[src/rtl/tbs_pkg.sv]
package tbs_pkg;

    localparam int unsigned ADDR_W        = 64;
    localparam int unsigned SP_ALIGN_BITS = 4;
    localparam logic [4:0]  BAD_INDEX_REG = 5'd31;

    typedef enum logic [1:0] {
        ST_IDLE,
        ST_RUN,
        ST_FIN
    } tbs_state_e;

    typedef enum logic [1:0] {
        VERDICT_GO,
        VERDICT_REJECT,
        VERDICT_FAULT
    } tbs_verdict_e;

    typedef struct packed {
        logic [ADDR_W-1:0] addr;
        logic [7:0]        data;
    } tbs_wr_t;

    // Bytes per element for a size code.
    function automatic int unsigned elem_bytes(input logic [1:0] sz);
        return 32'd1 << sz;
    endfunction

endpackage

[src/rtl/tbs_cmd_check.sv]
module tbs_cmd_check
    import tbs_pkg::*;
#(
    parameter int unsigned VL                 = 256,
    parameter bit          CHECK_SP_WHEN_IDLE = 1'b0
) (
    input  logic [VL/8-1:0]   pred,
    input  logic [1:0]        size,
    input  logic [ADDR_W-1:0] base,
    input  logic              base_is_sp,
    input  logic [4:0]        index_reg,
    output tbs_verdict_e      verdict
);
    localparam int unsigned PB   = VL / 8;
    localparam int unsigned BI_W = $clog2(PB);

    logic [BI_W-1:0] grp_mask;
    logic            any_act;
    logic            misaligned;

    assign grp_mask = BI_W'(elem_bytes(size) - 32'd1);

    // An element is represented by the predicate bit at its lowest byte.
    always_comb begin
        any_act = 1'b0;
        for (int b = 0; b < PB; b++) begin
            if (pred[b] && ((BI_W'(b) & grp_mask) == '0)) begin
                any_act = 1'b1;
            end
        end
    end

    assign misaligned = (base[SP_ALIGN_BITS-1:0] != '0);

    always_comb begin
        if (index_reg == BAD_INDEX_REG) begin
            verdict = VERDICT_REJECT;
        end else if (base_is_sp && (any_act || CHECK_SP_WHEN_IDLE) && misaligned) begin
            verdict = VERDICT_FAULT;
        end else begin
            verdict = VERDICT_GO;
        end
    end

endmodule

[src/rtl/tbs_elem_pick.sv]
module tbs_elem_pick
    import tbs_pkg::*;
#(
    parameter int unsigned VL = 256
) (
    input  logic [VL-1:0]                vec,
    input  logic [VL/8-1:0]              pred,
    input  logic [1:0]                   size,
    input  logic [$clog2(VL/8)-1:0]      elem,
    output logic                         active,
    output logic [7:0]                   lo_byte
);
    localparam int unsigned PB   = VL / 8;
    localparam int unsigned BI_W = $clog2(PB);

    logic [BI_W-1:0] byte_idx;

    // Byte offset of the element inside the vector.
    assign byte_idx = elem << size;
    assign active   = pred[byte_idx];
    assign lo_byte  = vec[{byte_idx, 3'b000} +: 8];

endmodule

[src/rtl/tbs_seq.sv]
module tbs_seq
    import tbs_pkg::*;
#(
    parameter int unsigned VL = 256
) (
    input  logic                     clk,
    input  logic                     rst,
    input  logic                     start,
    input  tbs_verdict_e             verdict,
    input  logic [VL-1:0]            cmd_vec,
    input  logic [VL/8-1:0]          cmd_pred,
    input  logic [1:0]               cmd_size,
    input  logic [ADDR_W-1:0]        cmd_base,
    input  logic [ADDR_W-1:0]        cmd_index,
    input  logic                     elem_active,
    input  logic                     wr_ready,
    output tbs_state_e               state,
    output logic [$clog2(VL/8)-1:0]  elem,
    output logic [VL-1:0]            vec_q,
    output logic [VL/8-1:0]          pred_q,
    output logic [1:0]               size_q,
    output logic [ADDR_W-1:0]        addr_q,
    output logic                     fault_q,
    output logic                     reject_q
);
    localparam int unsigned PB   = VL / 8;
    localparam int unsigned BI_W = $clog2(PB);

    logic [BI_W-1:0] last_idx;
    logic            step;

    assign last_idx = BI_W'((PB >> size_q) - 1);
    // An inactive element never waits; an active one waits for the port.
    assign step     = !elem_active || wr_ready;

    always_ff @(posedge clk) begin
        if (rst) begin
            state    <= ST_IDLE;
            elem     <= '0;
            vec_q    <= '0;
            pred_q   <= '0;
            size_q   <= '0;
            addr_q   <= '0;
            fault_q  <= 1'b0;
            reject_q <= 1'b0;
        end else begin
            fault_q  <= 1'b0;
            reject_q <= 1'b0;
            unique case (state)
                ST_IDLE: begin
                    if (start) begin
                        unique case (verdict)
                            VERDICT_REJECT: reject_q <= 1'b1;
                            VERDICT_FAULT:  fault_q  <= 1'b1;
                            default: begin
                                vec_q  <= cmd_vec;
                                pred_q <= cmd_pred;
                                size_q <= cmd_size;
                                addr_q <= cmd_base + cmd_index;
                                elem   <= '0;
                                state  <= ST_RUN;
                            end
                        endcase
                    end
                end
                ST_RUN: begin
                    if (step) begin
                        addr_q <= addr_q + ADDR_W'(1);
                        if (elem == last_idx) begin
                            state <= ST_FIN;
                        end else begin
                            elem <= elem + BI_W'(1);
                        end
                    end
                end
                default: begin
                    state <= ST_IDLE;
                end
            endcase
        end
    end

endmodule

[src/rtl/trunc_byte_store.sv]
module trunc_byte_store
    import tbs_pkg::*;
#(
    parameter int unsigned VL                 = 256,
    parameter bit          CHECK_SP_WHEN_IDLE = 1'b0
) (
    input  logic              clk,
    input  logic              rst,
    input  logic              cmd_start,
    input  logic [VL-1:0]     cmd_vec,
    input  logic [VL/8-1:0]   cmd_pred,
    input  logic [1:0]        cmd_size,
    input  logic [63:0]       cmd_base,
    input  logic [63:0]       cmd_index,
    input  logic              cmd_base_is_sp,
    input  logic [4:0]        cmd_index_reg,
    output logic              busy,
    output logic              wr_valid,
    input  logic              wr_ready,
    output logic [63:0]       wr_addr,
    output logic [7:0]        wr_data,
    output logic              done,
    output logic              align_fault,
    output logic              cmd_reject
);
    localparam int unsigned PB   = VL / 8;
    localparam int unsigned BI_W = $clog2(PB);

    tbs_verdict_e     verdict;
    tbs_state_e       state;
    logic [BI_W-1:0]  elem;
    logic [VL-1:0]    vec_q;
    logic [PB-1:0]    pred_q;
    logic [1:0]       size_q;
    logic [63:0]      addr_q;
    logic             elem_active;
    logic [7:0]       lo_byte;
    tbs_wr_t          wr;

    tbs_cmd_check #(
        .VL                 (VL),
        .CHECK_SP_WHEN_IDLE (CHECK_SP_WHEN_IDLE)
    ) check_i (
        .pred       (cmd_pred),
        .size       (cmd_size),
        .base       (cmd_base),
        .base_is_sp (cmd_base_is_sp),
        .index_reg  (cmd_index_reg),
        .verdict    (verdict)
    );

    tbs_seq #(
        .VL (VL)
    ) seq_i (
        .clk         (clk),
        .rst         (rst),
        .start       (cmd_start),
        .verdict     (verdict),
        .cmd_vec     (cmd_vec),
        .cmd_pred    (cmd_pred),
        .cmd_size    (cmd_size),
        .cmd_base    (cmd_base),
        .cmd_index   (cmd_index),
        .elem_active (elem_active),
        .wr_ready    (wr_ready),
        .state       (state),
        .elem        (elem),
        .vec_q       (vec_q),
        .pred_q      (pred_q),
        .size_q      (size_q),
        .addr_q      (addr_q),
        .fault_q     (align_fault),
        .reject_q    (cmd_reject)
    );

    tbs_elem_pick #(
        .VL (VL)
    ) pick_i (
        .vec     (vec_q),
        .pred    (pred_q),
        .size    (size_q),
        .elem    (elem),
        .active  (elem_active),
        .lo_byte (lo_byte)
    );

    assign wr.addr  = addr_q;
    assign wr.data  = lo_byte;
    assign wr_addr  = wr.addr;
    assign wr_data  = wr.data;
    assign wr_valid = (state == ST_RUN) && elem_active;
    assign done     = (state == ST_FIN);
    assign busy     = (state != ST_IDLE);

endmodule

[config.mk]
export PLATFORM = sky130hd
export DESIGN_NAME = trunc_byte_store
export DESIGN_NICKNAME = d
export VERILOG_FILES = /design/src/rtl/tbs_pkg.sv /design/src/rtl/tbs_cmd_check.sv /design/src/rtl/tbs_elem_pick.sv /design/src/rtl/tbs_seq.sv /design/src/rtl/trunc_byte_store.sv
export SDC_FILE = /design/constraint.sdc
export NUM_CORES = 1
export LEC_CHECK = 0
export BUFFER_PORTS_ARGS = -buffer_cell sky130_fd_sc_hd__buf_2
export CAP_MARGIN = 5
export CORE_UTILIZATION = 34
export DETAILED_ROUTE_END_ITERATION = 6
export PLACE_DENSITY = 0.61
export SLEW_MARGIN = 20
export SYNTH_ARGS = -nofsm -noshare
export SYNTH_HDL_FRONTEND = slang
export SYNTH_SLANG_ARGS = --single-unit
[constraint.sdc]
create_clock -name clk -period 5.4 [get_ports clk]
set_input_delay 0.27 -clock clk [delete_from_list [all_inputs] [get_ports clk]]
set_output_delay 0.27 -clock clk [all_outputs]
set_load 0.02 [all_outputs]
==> run_results.csv, run 1 <==
group,metric,value,unit
timing,finClkSkew,0.0191,ns
timing,rsz0062_at_grt,"no",
drt,drc,0,
timing,maxSlewViolCount,0,
logic_synthesis,synth_area_leaders,"dfxtp_1, nand2_1, a21oi_1",
setup_path,path_class,"reg -> reg",
global_route,gr-total-overflow,0,
die,ios,505,
setup_path,cpMaxStageDelayCell,"a21oi_4",
timing,setup_violations,0,
logic_synthesis,synth.top_cell.area_share,0.353,
logic_synthesis,syn-num-nets,3205,
cells_and_area,final_nets,3862,
pwr,p_total,7.56,mW
logic_synthesis,ys.flop_type,"dfxtp_1",
clock_network,cts_tree,"yes",
logic_synthesis,syn_avg_cell_area,7.59,um2
die,dieArea,61500,um2
pwr,p_leak,11.2,nW
logic_synthesis,synth_async_sr_flop_share,0,
drt,wl,78900,um
logic_synthesis,yosys_register_bits,363,
drt,vias_per_cell,5.41,
timing,fin_crit_sh,0.845,
pwr,ir_drop,228,uV
outcome,outcome,"finished clean",
clock_network,cts_resized,0,
global_route,grt_usage,0.244,
logic_synthesis,synth_area,20600,um2
global_route,grt_pass1_vias,21100,
drt,dr_total_vias,22600,
die,coreArea,59500,um2
clock_network,cts_buffers,40,
worst_hold_path,holdCritPathClass,"in -> reg",
clock_network,numClockSinks,363,
place,dp_hpwl,54100,um
flow_run,drv_cap,0,
setup_path,slowest_delay,0.75,ns
clock_network,cts.path.max_buffers,3,
logic_synthesis,synth_edf_count,0,
pwr,powerDensity,273,nW/um2
setup_path,path_cells,"mux2i_2 > mux2_2 > mux2_1 > o22ai_1 > mux4_2 > a211oi_2 > a21oi_4 > buf_4 > o21ai_0 > a221oi_2",
setup_path,crit_family,"multiplexers",
clock_network,htreeDepth,2,
global_route,grt_max_degree,208,
logic_synthesis,syn_inst,2710,
timing,hold_violations,0,
timing,tns,0,ns
clock_network,clk_pin_slew,0.06,ns
die,die_h,248,um
logic_synthesis,yosysSeqAreaShare,0.353,
cells_and_area,drive_gt1_frac,0.203,
die,row_count,89,
setup_path,critPathArrivalTime,5.01,ns
timing,min_period,4.56,ns
clock_network,root_buffer,"clkbuf_16",
timing,relSlewSlack,0.254,
timing,max_freq,0.219,GHz
logic_synthesis,synth_warnings,0,
drt,drt_first_pass_iters,5,
global_route,grt_antenna_before_repair,8,
timing,worst_pin_slew,1.11,ns
die,die_w,248,um
setup_path,crit_buf_inv,1,
clock_network,clk_latency,0.55,ns
setup_path,worst_ep_required_time,5.85,ns
place,routabilityCongestion,0.933,
global_route,grt_pass1_wl,118000,um
cells_and_area,syn_to_final_growth,34.8,%
die,initial_core_util,0.346,
setup_path,crit_path_max_fanout,50,
drt,drt_iter0_markers,1887,
drt,drt.antenna.violating_nets,0,
logic_synthesis,ys_types,76,
setup_path,end_kind,"register",
setup_path,cp-start-kind,"register",
logic_synthesis,synth_largest_area_cell,"dfxtp_1",
drt,wl_per_cell,18.9,um
place,port_buffers,504,
-- metrics by stage --
| stage | worst slack (ns) | std cells | util | area, um2 | hold WS (ns) |
|---|---|---|---|---|---|
| 3_3_place_gp | 0.993 | 3815 | 0.397 | 23600 | 0.439 |
| 5_1_grt | 0.486 | 4170 | 0.466 | 27700 | 0.0124 |
| 4_1_cts | 0.864 | 4164 | 0.466 | 27700 | 0.000405 |
| 3_5_place_dp | 0.869 | 3815 | 0.397 | 23600 | 0.443 |
| 2_1_floorplan | 2.24 | 2710 | - | 20600 | 0.406 |
| 6_report | 0.837 | 4181 | 0.467 | 27700 | 0.0295 |
-- registers in the layout, indices dropped and copies added, names as in the netlist --
signal / cells
seq_i.state: 2
seq_i.size_q: 2
seq_i.pred_q: 32
seq_i.vec_q: 256
seq_i.fault_q: 1
seq_i.addr_q: 64
seq_i.reject_q: 1
seq_i.elem: 5
-- final timing paths --
path	from	end	slack [ns]	depth (start not counted)
hold reg to reg	seq_i.vec_q[146]	seq_i.vec_q[146]	0.45	2
hold / removal	cmd_vec[248]	seq_i.vec_q[248]	0.03	3
setup reg to reg	seq_i.size_q[0]	seq_i.addr_q[2]	0.84	10
setup / recovery	seq_i.size_q[0]	seq_i.addr_q[2]	0.84	10
-- Yosys cell counts (all sizes together) (8+ instances only) --
library cell / number
a21oi: 430
nand2b: 12
mux4: 66
o21bai: 9
or2: 10
nor2: 89
xor2: 25
clkbuf: 172
o211ai: 17
nor4: 19
o21a: 13
dfxtp: 363
mux2: 15
nor3: 43
a21o: 39
and3: 20
a221oi: 8
nor2b: 10
a211oi: 42
or3: 9
nand4: 25
nand2: 793
ha: 66
xnor2: 29
o22ai: 17
and4: 8
o21ai: 109
inv: 36
buf: 21
nand3: 71
a31oi: 20
mux2i: 11
-- power breakdown --
part | total (mW) | internal [mW] | switching, mW
combinational | 1.86 | 0.792 | 1.07
clock | 2.70 | 1.55 | 1.14
sequential | 3.00 | 2.85 | 0.150
-- cell type report --
type | instances | area [um2]
Fill cell | 5827 | 31700
Multi-Input combinational cell | 2118 | 12500
Sequential cell | 363 | 7270
Timing Repair Buffer | 808 | 5600
Clock buffer | 57 | 1130
Tap cell | 773 | 967
Inverter | 36 | 135
Clock inverter | 9 | 113
Antenna cell | 17 | 42.5
-- worst min-delay path: cells and delay by family --
kind	cells	cell delay [ns]
buffers and inverters	1	0.11
and+or+nand+nor	1	0.08
AOI/OAI and AO/OA	1	0.06
-- kinds of logic after synthesis --
group / after synthesis / share of synthesized area
adders and majority gates: 67 / 0.0411
DFF: 363 / 0.353
muxes: 92 / 0.0863
and+or+nand+nor: 1131 / 0.232
buffers and inverters: 229 / 0.0429
AOI/OAI and AO/OA: 774 / 0.221
xor gates and xnor gates: 54 / 0.0230
-- routing by layer --
layer  part of all wire  wire (um)  track usage
met1               0.45      35700        0.336
met2               0.45      35800        0.378
met3              0.064       5040       0.0447
met4              0.031       2410       0.0875
met5            0.00016         13            0
-- cells in the final DEF, fill, tap and decap left out, drive strengths merged, types with 9 or more instances in the layout --
master       instances
nand2              793
buf                525
a21oi              430
dfxtp              363
dlygate4sd3        283
o21ai              109
nor2                89
nand3               71
mux4                66
ha                  66
clkbuf              57
nor3                43
a211oi              42
a21o                39
inv                 37
xnor2               29
xor2                25
nand4               25
and3                20
a31oi               20
nor4                19
diode               17
o211ai              17
o22ai               17
mux2                15
o21a                13
nand2b              12
mux2i               11
or2                 10
nor2b               10
or3                  9
o21bai               9
-- timing repair --
action | 4_1_cts | 5_1_grt
buffers inserted | 0 | 0
endpoints found under the hold margin | 283 | 0
hold buffers | 283 | 0
Note: power is estimated with default switching activity, not from simulation.
==> inputs of run 2 (changes only) <==
--- a/config.mk
+++ b/config.mk
@@ -5,11 +5,12 @@
 export SDC_FILE = /design/constraint.sdc
 export NUM_CORES = 1
 export LEC_CHECK = 0
+export ABC_AREA = 1
 export BUFFER_PORTS_ARGS = -buffer_cell sky130_fd_sc_hd__buf_2
 export CAP_MARGIN = 5
 export CORE_UTILIZATION = 34
 export DETAILED_ROUTE_END_ITERATION = 6
-export PLACE_DENSITY = 0.61
+export PLACE_DENSITY = 0.6
 export SLEW_MARGIN = 20
 export SYNTH_ARGS = -nofsm -noshare
 export SYNTH_HDL_FRONTEND = slang
==> constraint.sdc (replaced) <==
create_clock -name clk -period 4.25 [get_ports clk]
set_input_delay 0.2125 -clock clk [delete_from_list [all_inputs] [get_ports clk]]
set_output_delay 0.2125 -clock clk [all_outputs]
set_load 0.02 [all_outputs]
==> run_results.csv, run 2 <==
group,metric,value,unit
drt,dr_total_vias,29000,
timing,maxSlewViolCount,0,
timing,fin_worst_hold_slack,-0.00425,ns
place,place_area,27000,um2
global_route,grt_antenna_before_repair,10,
cells_and_area,largest_register_ffs,256,
logic_synthesis,synth_largest_area_cell,"dfxtp_1",
place,dp_hpwl,78800,um
setup_path,end_kind,"output pin",
clock_network,cts_setup_buffers,0,
timing,setup_violations,0,
logic_synthesis,syn_inst,3929,
logic_synthesis,yosysSeqAreaShare,0.305,
cells_and_area,finalInstanceArea,31300,um2
logic_synthesis,synth_warnings,0,
timing,max_freq,0.273,GHz
global_route,grt_max_degree,121,
cells_and_area,drive_gt1_frac,0.136,
clock_network,cts.path.max_buffers,3,
logic_synthesis,ys.flop_type,"dfxtp_1",
drt,drt.antenna.violating_nets,0,
timing,hold_violations,1,
logic_synthesis,synth_area_leaders,"dfxtp_1, nand2_1, a21oi_1",
setup_path,worst_ep_required_time,4.04,ns
cells_and_area,syn_to_final_growth,31.2,%
drt,wl,107000,um
drt,wl_per_cell,19.3,um
cells_and_area,top_register,"seq_i.vec_q",
pwr,p_leak,14.3,nW
timing,tns,0,ns
flow_run,drv_cap,0,
cells_and_area,final_nets,5087,
logic_synthesis,synth_common_cells,"nand2_1, nor2_1, a21oi_1, inv_1, nand3_1",
die,die_w,267,um
logic_synthesis,synth_area,23900,um2
global_route,grt_usage,0.292,
logic_synthesis,yosysMostFrequentCell,"nand2_1",
clock_network,cts_resized,0,
clock_network,cts_tree,"yes",
pwr,powerDensity,573,nW/um2
worst_hold_path,holdCritPathClass,"in -> reg",
timing,finClkSkew,0.0237,ns
clock_network,cts_buffers,43,
clock_network,root_buffer,"clkbuf_16",
clock_network,clk_latency,0.59,ns
outcome,violations,"negative hold slack",
cells_and_area,reg_top3,"seq_i.vec_q: 256 flops, seq_i.addr_q: 64 flops, seq_i.pred_q: 32 flops",
clock_network,clk_pin_slew,0.06,ns
die,die_h,267,um
logic_synthesis,synth.top_cell.area_share,0.305,
timing,rsz0062_at_grt,"no",
timing,worst_pin_slew,1.06,ns
drt,drt_first_pass_iters,7,
drt,drc,0,
setup_path,path_class,"reg -> out",
logic_synthesis,synth_edf_count,0,
clock_network,htreeDepth,2,
clock_network,numClockSinks,363,
place,port_buffers,504,
cells_and_area,n_fill_cell,7299,
logic_synthesis,synth_async_sr_flop_share,0,
cells_and_area,mostFrequentLayoutCells,"nand2_1, buf_2, nor2_1",
die,coreArea,68900,um2
drt,drt_iter0_markers,2697,
timing,relSlewSlack,0.290,
place,routabilityCongestion,0.981,
die,row_count,96,
setup_path,critPathArrivalTime,3.45,ns
die,initial_core_util,0.346,
timing,fin_crit_sh,0.862,
global_route,grt_pass1_wl,160000,um
die,dieArea,71200,um2
global_route,grt_pass1_vias,27000,
logic_synthesis,ys_types,46,
pwr,ir_drop,462,uV
setup_path,crit_path_max_fanout,97,
outcome,outcome,"complete, but fails checks",
setup_path,cp-start-kind,"register",
die,ios,505,
drt,vias_per_cell,5.22,
cells_and_area,final_common_cell,"nand2_1",
logic_synthesis,syn-num-nets,4424,
logic_synthesis,syn_avg_cell_area,6.07,um2
logic_synthesis,yosys_register_bits,363,
timing,min_period,3.66,ns
global_route,gr-total-overflow,0,
## run 2: report_power, final
group	switching, mW	internal [mW]
Sequential	0.815	4.51
Clock	1.59	2.24
Combinational	6.07	2.70
Total	8.48	9.45
## run 2: worst max-delay path: stages (launching register included)
cell and delay (ns):
dfxtp_1 0.67, nor2_8 0.14, nand2_8 0.43, buf_12 0.38, a21oi_1 0.11, o21ai_0 0.10, nand3_1 0.13, nand3_1 0.14
nand2_1 0.08, a31oi_1 0.27, a31oi_1 0.08, buf_2 0.21
## run 2: path summary, 6_finish.rpt
kind              startpoint                to  slack (ns)  depth (start not counted)
max          seq_i.size_q[1]        wr_data[2]        0.59                         11
max reg2reg  seq_i.addr_q[0]  seq_i.addr_q[60]        1.04                         11
min reg2reg  seq_i.vec_q[85]   seq_i.vec_q[85]        0.45                          2
min             cmd_vec[167]  seq_i.vec_q[167]      -0.004                          3
## run 2: through the flow
| step | total power [mW] | std cells | setup slack [ns] | hold slack, ns | utilization |
|---|---|---|---|---|---|
| after floorplan | 11.0 | 3929 | 1.93 | 0.333 | - |
| after global placement | 13.7 | 5189 | 1.02 | 0.422 | 0.391 |
| after detailed placement | 13.8 | 5189 | 0.975 | 0.425 | 0.391 |
| after CTS | 17.9 | 5554 | 0.663 | 0.00358 | 0.454 |
| after global routing | 19.1 | 5557 | 0.382 | 0.0383 | 0.454 |
| final | 17.9 | 5559 | 0.588 | -0.00425 | 0.454 |
## run 2: cell families after synthesis
group | after synthesis | share of synthesized area
muxes | 1 | 0.000472
and+or+nand+nor | 1956 | 0.339
DFF | 363 | 0.305
AOI/OAI and AO/OA | 844 | 0.190
buffers and inverters | 630 | 0.106
adders and majority gates | 67 | 0.0355
xor gates and xnor gates | 68 | 0.0250
## run 2: layout make-up
type	count	area [um2]	area share
Clock inverter	10	161	0.00516
Multi-Input combinational cell	2936	14100	0.451
Sequential cell	363	7270	0.232
Antenna cell	5	12.5	0.000400
Timing Repair Buffer	819	5690	0.182
Tap cell	931	1160	0.0372
Clock buffer	66	1260	0.0403
Inverter	429	1620	0.0518
## run 2: timing repair
action,in CTS,in global routing
setup endpoints to repair,0,0
hold endpoints to repair,289,0
hold buffers,289,0
## run 2: metal layers
| layer | track usage | up-vias | part of all wire |
|---|---|---|---|
| li1 | - | 14100 | - |
| met1 | 0.379 | 13300 | 0.42 |
| met2 | 0.480 | 1246 | 0.46 |
| met3 | 0.0445 | 276 | 0.072 |
| met4 | 0.124 | 10 | 0.044 |
| met5 | 0 | - | 0.00053 |
